[config.mk]
export PLATFORM = sky130hd
export DESIGN_NAME = sd_wrap_regs
export DESIGN_NICKNAME = d
export VERILOG_FILES = /design/src/rtl/sdw_pkg.sv /design/src/rtl/sdw_decode.sv /design/src/rtl/sdw_glob_regs.sv /design/src/rtl/sdw_irq_collect.sv /design/src/rtl/sd_wrap_regs.sv
export SDC_FILE = /design/constraint.sdc
export NUM_CORES = 2
export LEC_CHECK = 0
export BUFFER_PORTS_ARGS = -buffer_cell sky130_fd_sc_hd__buf_2
export CAP_MARGIN = 20
export CORE_ASPECT_RATIO = 1.75
export CORE_MARGIN = 2
export CORE_UTILIZATION = 49
export DETAILED_ROUTE_END_ITERATION = 10
export PLACE_DENSITY = 0.73
export SLEW_MARGIN = 20
export SYNTH_ARGS = -nofsm -noshare
export SYNTH_HDL_FRONTEND = slang
export SYNTH_SLANG_ARGS = --single-unit
[constraint.sdc]
create_clock -name clk -period 4.35 [get_ports clk]
set_input_delay 0.2175 -clock clk [delete_from_list [all_inputs] [get_ports clk]]
set_output_delay 0.2175 -clock clk [all_outputs]
set_load 0.005 [all_outputs]
[src/rtl/sdw_pkg.sv]
package sdw_pkg;
  localparam int ADDR_W     = 12;
  localparam int DATA_W     = 32;
  localparam int PAGE_W     = 8;
  localparam int GLOB_WORDS = 64;
  localparam int WIDX_W     = $clog2(GLOB_WORDS);
  localparam int MAX_SLOTS  = 2;

  localparam logic [WIDX_W-1:0] INFO_IDX = 6'd0;
  localparam logic [WIDX_W-1:0] DBNC_IDX = 6'd1;
  localparam logic [WIDX_W-1:0] STAT_IDX = 6'd63;

  localparam logic [PAGE_W-1:0] CAP_OFF  = 8'h40;
  localparam logic [PAGE_W-1:0] MAXC_OFF = 8'h48;

  localparam logic [DATA_W-1:0] DBNC_RST  = 32'h0000_0005;
  localparam logic [DATA_W-1:0] SLOT0_BIT = 32'h0001_0000;
  localparam logic [DATA_W-1:0] SLOT1_BIT = 32'h0002_0000;

  typedef enum logic [2:0] {
    K_NONE,
    K_GLOB,
    K_STAT,
    K_SLOT,
    K_ERR
  } acc_kind_e;

  function automatic logic is_alias(input logic [WIDX_W-1:0] w);
    return (w == 6'd4) || (w == 6'd6) || (w == 6'd8) || (w == 6'd10);
  endfunction
endpackage

[src/rtl/sdw_decode.sv]
module sdw_decode
  import sdw_pkg::*;
#(
  parameter int NUM_SLOTS = 2
) (
  input  logic [ADDR_W-1:0] addr,
  output acc_kind_e         kind,
  output logic              sidx,
  output logic [PAGE_W-1:0] soff,
  output logic [WIDX_W-1:0] widx
);
  logic [ADDR_W-PAGE_W-1:0] page;

  assign page = addr[ADDR_W-1:PAGE_W];
  assign widx = addr[PAGE_W-1:2];

  always_comb begin
    kind = K_NONE;
    sidx = 1'b0;
    soff = {addr[PAGE_W-1:2], 2'b00};
    if (page == '0) begin
      if (widx == STAT_IDX) begin
        kind = K_STAT;
      end else if (is_alias(widx)) begin
        sidx = widx[3];
        soff = widx[1] ? MAXC_OFF : CAP_OFF;
        kind = (int'(sidx) < NUM_SLOTS) ? K_SLOT : K_NONE;
      end else begin
        kind = K_GLOB;
      end
    end else if (page <= 4'd2) begin
      sidx = page[1];
      kind = (int'(sidx) < NUM_SLOTS) ? K_SLOT : K_NONE;
    end else begin
      kind = K_ERR;
    end
  end
endmodule

[src/rtl/sdw_glob_regs.sv]
module sdw_glob_regs
  import sdw_pkg::*;
#(
  parameter int NUM_SLOTS = 2
) (
  input  logic              clk,
  input  logic              rst_n,
  input  logic              wr_en,
  input  logic [WIDX_W-1:0] widx,
  input  logic [DATA_W-1:0] wdata,
  output logic [DATA_W-1:0] rd_word,
  output logic              rst_req
);
  localparam logic [DATA_W-1:0] INFO_RST =
    SLOT0_BIT | ((NUM_SLOTS == 2) ? SLOT1_BIT : '0);

  logic [GLOB_WORDS-1:0][DATA_W-1:0] words;

  for (genvar i = 0; i < GLOB_WORDS; i++) begin : g_word
    if (is_alias(WIDX_W'(i)) || (i == int'(STAT_IDX))) begin : g_hole
      assign words[i] = '0;
    end else begin : g_store
      localparam logic [DATA_W-1:0] RST_VAL =
        (i == int'(INFO_IDX)) ? INFO_RST :
        (i == int'(DBNC_IDX)) ? DBNC_RST : '0;
      localparam logic [DATA_W-1:0] WMASK =
        (i == int'(INFO_IDX)) ? ~32'h1 : '1;
      logic [DATA_W-1:0] q;
      always_ff @(posedge clk) begin
        if (!rst_n) begin
          q <= RST_VAL;
        end else if (wr_en && (widx == WIDX_W'(i))) begin
          q <= wdata & WMASK;
        end
      end
      assign words[i] = q;
    end
  end

  assign rd_word = words[widx];

  always_ff @(posedge clk) begin
    if (!rst_n) begin
      rst_req <= 1'b0;
    end else begin
      rst_req <= wr_en && (widx == INFO_IDX) && wdata[0];
    end
  end
endmodule

[src/rtl/sdw_irq_collect.sv]
module sdw_irq_collect #(
  parameter int NUM_SLOTS = 2
) (
  input  logic                 clk,
  input  logic                 rst_n,
  input  logic [NUM_SLOTS-1:0] slot_irq,
  output logic [NUM_SLOTS-1:0] stat,
  output logic                 irq_out
);
  always_ff @(posedge clk) begin
    if (!rst_n) begin
      stat <= '0;
    end else begin
      stat <= slot_irq;
    end
  end

  assign irq_out = |stat;
endmodule

[src/rtl/sd_wrap_regs.sv]
module sd_wrap_regs
  import sdw_pkg::*;
#(
  parameter int NUM_SLOTS = 2
) (
  input  logic                        clk,
  input  logic                        rst_n,
  input  logic                        req,
  input  logic                        we,
  input  logic [ADDR_W-1:0]           addr,
  input  logic [DATA_W-1:0]           wdata,
  output logic                        rvalid,
  output logic [DATA_W-1:0]           rdata,
  output logic                        err_pulse,
  output logic [NUM_SLOTS-1:0]        slot_sel,
  output logic                        slot_we,
  output logic [PAGE_W-1:0]           slot_addr,
  output logic [DATA_W-1:0]           slot_wdata,
  input  logic [NUM_SLOTS*DATA_W-1:0] slot_rdata,
  input  logic [NUM_SLOTS-1:0]        slot_irq,
  output logic                        irq_out,
  output logic                        rst_req_pulse
);
  acc_kind_e         kind;
  logic              sidx;
  logic [PAGE_W-1:0] soff;
  logic [WIDX_W-1:0] widx;
  logic [DATA_W-1:0] glob_rd;
  logic [NUM_SLOTS-1:0] stat;
  logic [DATA_W-1:0] slot_rd [MAX_SLOTS];
  logic [DATA_W-1:0] rd_next;
  logic              is_read;

  sdw_decode #(.NUM_SLOTS(NUM_SLOTS)) u_dec (
    .addr(addr), .kind(kind), .sidx(sidx), .soff(soff), .widx(widx)
  );

  sdw_glob_regs #(.NUM_SLOTS(NUM_SLOTS)) u_regs (
    .clk(clk), .rst_n(rst_n),
    .wr_en(req && we && (kind == K_GLOB)),
    .widx(widx), .wdata(wdata),
    .rd_word(glob_rd), .rst_req(rst_req_pulse)
  );

  sdw_irq_collect #(.NUM_SLOTS(NUM_SLOTS)) u_irq (
    .clk(clk), .rst_n(rst_n), .slot_irq(slot_irq),
    .stat(stat), .irq_out(irq_out)
  );

  for (genvar s = 0; s < MAX_SLOTS; s++) begin : g_slot
    if (s < NUM_SLOTS) begin : g_on
      assign slot_sel[s] = req && (kind == K_SLOT) && (int'(sidx) == s);
      assign slot_rd[s]  = slot_rdata[s*DATA_W +: DATA_W];
    end else begin : g_off
      assign slot_rd[s] = '0;
    end
  end

  assign slot_we    = req && we && (kind == K_SLOT);
  assign slot_addr  = soff;
  assign slot_wdata = wdata;
  assign is_read    = req && !we;

  always_comb begin
    unique case (kind)
      K_GLOB:  rd_next = glob_rd;
      K_STAT:  rd_next = DATA_W'(stat);
      K_SLOT:  rd_next = slot_rd[sidx];
      default: rd_next = '0;
    endcase
  end

  always_ff @(posedge clk) begin
    if (!rst_n) begin
      rvalid    <= 1'b0;
      rdata     <= '0;
      err_pulse <= 1'b0;
    end else begin
      rvalid    <= is_read;
      err_pulse <= req && (kind == K_ERR);
      if (is_read) begin
        rdata <= rd_next;
      end
    end
  end
endmodule

---- Word-level counts from Yosys, hierarchy flattened ----
Index checks and enable logic that the tools add are counted.
storage, ports and cells
  bits in registers ....................... 1924
  memory bits (read-only) ................. 0
  bits in writable memories ............... 0
  memories kept ........................... 0
  bits in latches ......................... 0
  word-level logic and storage cells ...... 229
cells by class
  multipliers ............................. 0
  multiplexer cells ....................... 18
  $add $sub $neg .......................... 0
  bitwise logic cells ..................... 2
  equal/unequal tests ..................... 67
  divide/modulo/power cells ............... 0
  shift operators ......................... 0
  reductions and logical operators ........ 75
  magnitude comparators ................... 3
operators by type and width
  cell                count
  $bmux 32 s6         1
  $eq 6x6->1 const B  32
  $mux 32             4
  $eq 6x5->1 const B  16
  $pmux 32 s3         1
  $logic_and 1x1->1   68
  $eq 6x4->1 const B  8
  $eq 6x3->1 const B  4
  $mux 8              3
  $eq 6x2->1 const B  2
  $mux 3              3
  $lt 6x7->1 const B  1
  $eq 3x2->1 const B  2
  $eq 6x1->1 const B  1
  $logic_not 6->1     1
  $le 4x2->1 const B  1
  $logic_not 4->1     1
  $mux 1              4
  $mux 4              1
  $eq 3x1->1 const B  1
  $eq 3x3->1 const B  1
  $logic_or 1x1->1    3
  $ge 2x2->1 const B  1
  $mux 2              1
  other kinds (4)     4

---- Logic depth before layout (Yosys ltp) ----
  depth in word-level cells ............... 12
  mapped depth ............................ 12
  gate-level depth less buffers ........... 6

---- By module ----
Synthesis repeated with hierarchy kept, for this count alone.
second synthesis, totals
  cells, all modules ...................... 10043
  area total of the unflattened synthesis .. 87730.4 um^2
modules (own cells, without submodules)
  module           sequential area each (um^2)  area each (um^2)  times used  cells an instance
  sdw_glob_regs    37796.2                      85436.9           1           9810
  sd_wrap_regs     680.7                        2025.7            1           198
  sdw_decode       0.0                          209.0             1           30
  sdw_irq_collect  40.0                         58.8              1           5

---- Worst setup path before layout ----
Ideal clock, no wire load.
  path kind ............................... input to register
  start ................................... in addr[2]
  end ..................................... reg rdata[30]
  slack ................................... 2.161 ns
  arrival ................................. 2.055 ns
  data required time ...................... 4.216 ns
  buffers on the path ..................... 3
  library setup time ...................... 0.134 ns
  stages on the path ...................... 7
  path through ............................ buf_6 > buf_2 > buf_4 > mux4_2 > mux4_2 > o221ai_1 > o311ai_1
on the way
  longest elaborated chain between the ends .. 12
RTL lines
  what                                        RTL line            source
  start, declared                             sd_wrap_regs.sv:10  input logic [ADDR_W-1:0] addr,
  $eq 6x3->1                                  sdw_pkg.sv:29       return (w == 6'd4) || (w == 6'd6) || (w == 6'd8) || (w == 6'd10);
  $logic_or 1x1->1 (3 in a row)               sdw_pkg.sv:29
  $mux 1                                      sdw_decode.sv:24    end else if (is_alias(widx)) begin
  $mux 1                                      sdw_decode.sv:22    if (widx == STAT_IDX) begin
  $mux 1                                      sdw_decode.sv:21    if (page == '0) begin
  $not 1->2 (not written as such)             sd_wrap_regs.sv:68  K_SLOT: rd_next = slot_rd[sidx];
  $mux 32 (not written as such) (3 in a row)  sd_wrap_regs.sv:68
  $pmux 32 s3 (*)                             sd_wrap_regs.sv:65  unique case (kind)
  end signal, assigned                        sd_wrap_regs.sv:82  rdata <= rd_next;
  end, declared                               sd_wrap_regs.sv:13  output logic [DATA_W-1:0] rdata,
Mark *: on every way between the ends. The rest lies on a longest branch, timed or not. The select of a mux whose other input is x is not followed.
A chain may end at the register's enable or synchronous reset.

---- Worst setup path after layout ----
  start ................................... in addr[2]
  end ..................................... reg rdata[24]
Same word-level chain as after synthesis.

==> reports/qor.txt <==
Reg clk slew, reported paths - 70 ps
CORE AREA - 169,400 sq um
Setup Viol. Count Final - 0
crit path max fanout - 47
commonest non-fill, non-tap cell in the layout - nand2_1
commonest cells after routing, fill and taps aside - nand2_1, a21oi_1, dfxtp_1
Yosys cell types - 72
clk buf depth - 4
Synth Flop Type - dfxtp_1
critical path, cell by cell - buf_8 > buf_4 > mux4_2 > a22oi_1 > nand3_1 > o311ai_0 > a221oi_1
Starting Density - 0.4920
Final min period - 3148 ps
Fmax - 317.6 MHz
RSZ-0062 raised after global routing - no
Min-Delay Path Class - in2reg
syn avg cell area - 8.273 sq um
status - finished clean
max-slew violation count - 0
clock sinks - 1,924
total negative slack - 0 ps
VDD IR max - 0.0002550 V
remaining global-route overflow - 0
worst setup margin - 1202 ps
root buffer cell - clkbuf_16
GRT busiest layer - met2
CP max stage delay - 850 ps
vias in the first global route - 73,810
CP top delay family - compound AO/OA/AOI/OAI gates
DRT antenna net count - 0
P&R area growth vs syn - 10.26%
via count - 77,230
die width - 315.8 um
number of synthesized flops with an enable pin - 0
Hold Worst Slack - 36.37 ps
startpoint types - input pin
Seq cells post-synth - 1,924
Fin. Hold Viols - 0
measured slew at the worst slew-check pin - 1183 ps
critical path's slowest cell - a22oi_1
post_cts resized - 0
Final Cycle Share - 0.7237
crit path DAT - 3820 ps
WL final - 320.0 mm
Post-Synthesis Cells - 10,070
Die H - 549.6 um
share of layout cells above drive strength 1 - 0.1392
CP Class - in2reg
Wirelength per Cell - 26.33 um
power per cell area - 382.9 nW/um^2
final net count - 9,922
drt via density - 6.355
DP Wirelength - 189.0 mm
Placed Instances - 11,780
DRT iter0 DRCs - 11,320
FFs w/ async S/R, synth - 0
CTS buffer count - 176
grt met1 use - 0.3984
first-pass GRT wire length - 462.7 mm
I/O Pins - 193
Post-Layout Cell Count - 12,150
Max-slew headroom - 0.2094
synth warn - 0
H-tree levels - 4
Clock Skew - 38.94 ps
met2 GRT Util - 0.5509
drc violations - 0
leakage - 29.81 nW
CTS tree - yes
clock latency on the worst-skew pair - 840 ps
GR Layer Usage met3 - 0.1082
Placer Congestion - 1.004
Mapped Area - 83,340 sq um
largest net degree at the start of global routing - 167
CP required - 5020 ps
initial antenna violation count - 20
# port buffers - 188
Pre-antenna DRT Iters - 9
worst path buffer plus inverter count - 2
sequential-to-total area share from yosys stat - 0.4621
Die ar. - 173,500 sq um
Crit. End Element - flip-flop
post-place setup slack - 885.4 ps
Final Total Pwr - 35.19 mW
GRT Overall Usage - 0.3576
postcts setup bufs - 0
# rows - 200
number of max-cap violations - 0
layout make-up:
type                       count  area (sq um)
antenna                        7         17.52
inverter                       3         23.77
multi-input combinational   7103         40220
sequential                  1924         38520
fill                       15010         77520
timing repair buffer         600          4747
tap                         2222          2780
clock buffer                 250          5139
clock inverter                45         447.9
routing by layer:
metal / share of wire / wire length, um
met5: 0.00033 / 106
met4: 0.10 / 33330
met1: 0.32 / 103400
met2: 0.44 / 141500
met3: 0.13 / 41610
worst min-delay path: stages:
cell and delay, ps:
buf_2 90, o221ai_1 160, a21oi_1 140, a31o_1 210
stage by stage:
stage / area, sq um / utilization
after floorplan: 83350 / -
after global placement: 85590 / 0.5052
after detailed placement: 85600 / 0.5053
after CTS: 91880 / 0.5423
after global routing: 91880 / 0.5423
final: 91900 / 0.5424
logic make-up after synthesis:
kind of cell              share of synthesized area
DFF                                          0.4621
and+or+nand+nor                              0.1953
xor gates and xnor gates                  0.0002102
muxes                                        0.1427
other                                    0.00004499
buffers and inverters                       0.05681
AOI/OAI and AO/OA                            0.1428
sequential cells by signal, summed over array words and instances, names as in the netlist:
name and count:
err_pulse 1, u_irq.stat 2, rvalid 1, u_regs.rst_req 1, rdata 32, u_regs.g_word.g_store.q 1887
synthesized netlist by cell type (all sizes together), types with 9 or more instances:
cell / instances / area (sq um)
nand2: 3922 / 14720
a21oi: 1961 / 9814
dfxtp: 1924 / 38520
clkbuf: 659 / 2474
mux4: 430 / 9684
buf: 386 / 2250
mux2i: 141 / 1411
nor2: 133 / 559.3
mux2: 71 / 799.5
nand3: 69 / 345.3
o21ai: 51 / 255.3
o22ai: 33 / 206.5
and2: 24 / 150.1
a22oi: 20 / 150.1
o221ai: 19 / 166.4
a211oi: 18 / 135.1
a221oi: 17 / 148.9
a22o: 13 / 113.9
nor2b: 11 / 68.82
nor3: 11 / 75.07
a31oi: 10 / 62.56
o2bb2ai: 10 / 87.58
nand2b: 9 / 56.30
nand3b: 9 / 71.32
o211ai: 9 / 72.57
o41ai: 9 / 78.83
where the power goes:
part           total, mW  leakage [nW]  switching (mW)  internal (mW)
clock               15.5          2.75            6.91           8.62
combinational       2.03          11.6            1.52          0.512
sequential          17.6          15.5         0.00734           17.6
path summary, 6_finish.rpt:
kind	endpoint	cells after the start	start	slack [ps]
worst min register to register	u_regs.g_word[19].g_store.q[15]$_SDFFE_PN0P_	2	u_regs.g_word[19].g_store.q[15]$_SDFFE_PN0P_	450
worst max register to register	rdata[30]$_SDFFE_PN0P_	8	u_regs.g_word[27].g_store.q[30]$_SDFFE_PN0P_	1330
worst max-delay path	rdata[24]$_SDFFE_PN0P_	7	addr[2]	1200
worst min-delay path	rdata[25]$_SDFFE_PN0P_	4	slot_rdata[25]	40
repair_timing:
action | 4_1_cts | 5_1_grt
hold buffers | 69 | 0
endpoints found under the hold margin | 203 | 0
endpoints found under the setup margin | 0 | 0
Power figures use the tool's default switching activity.
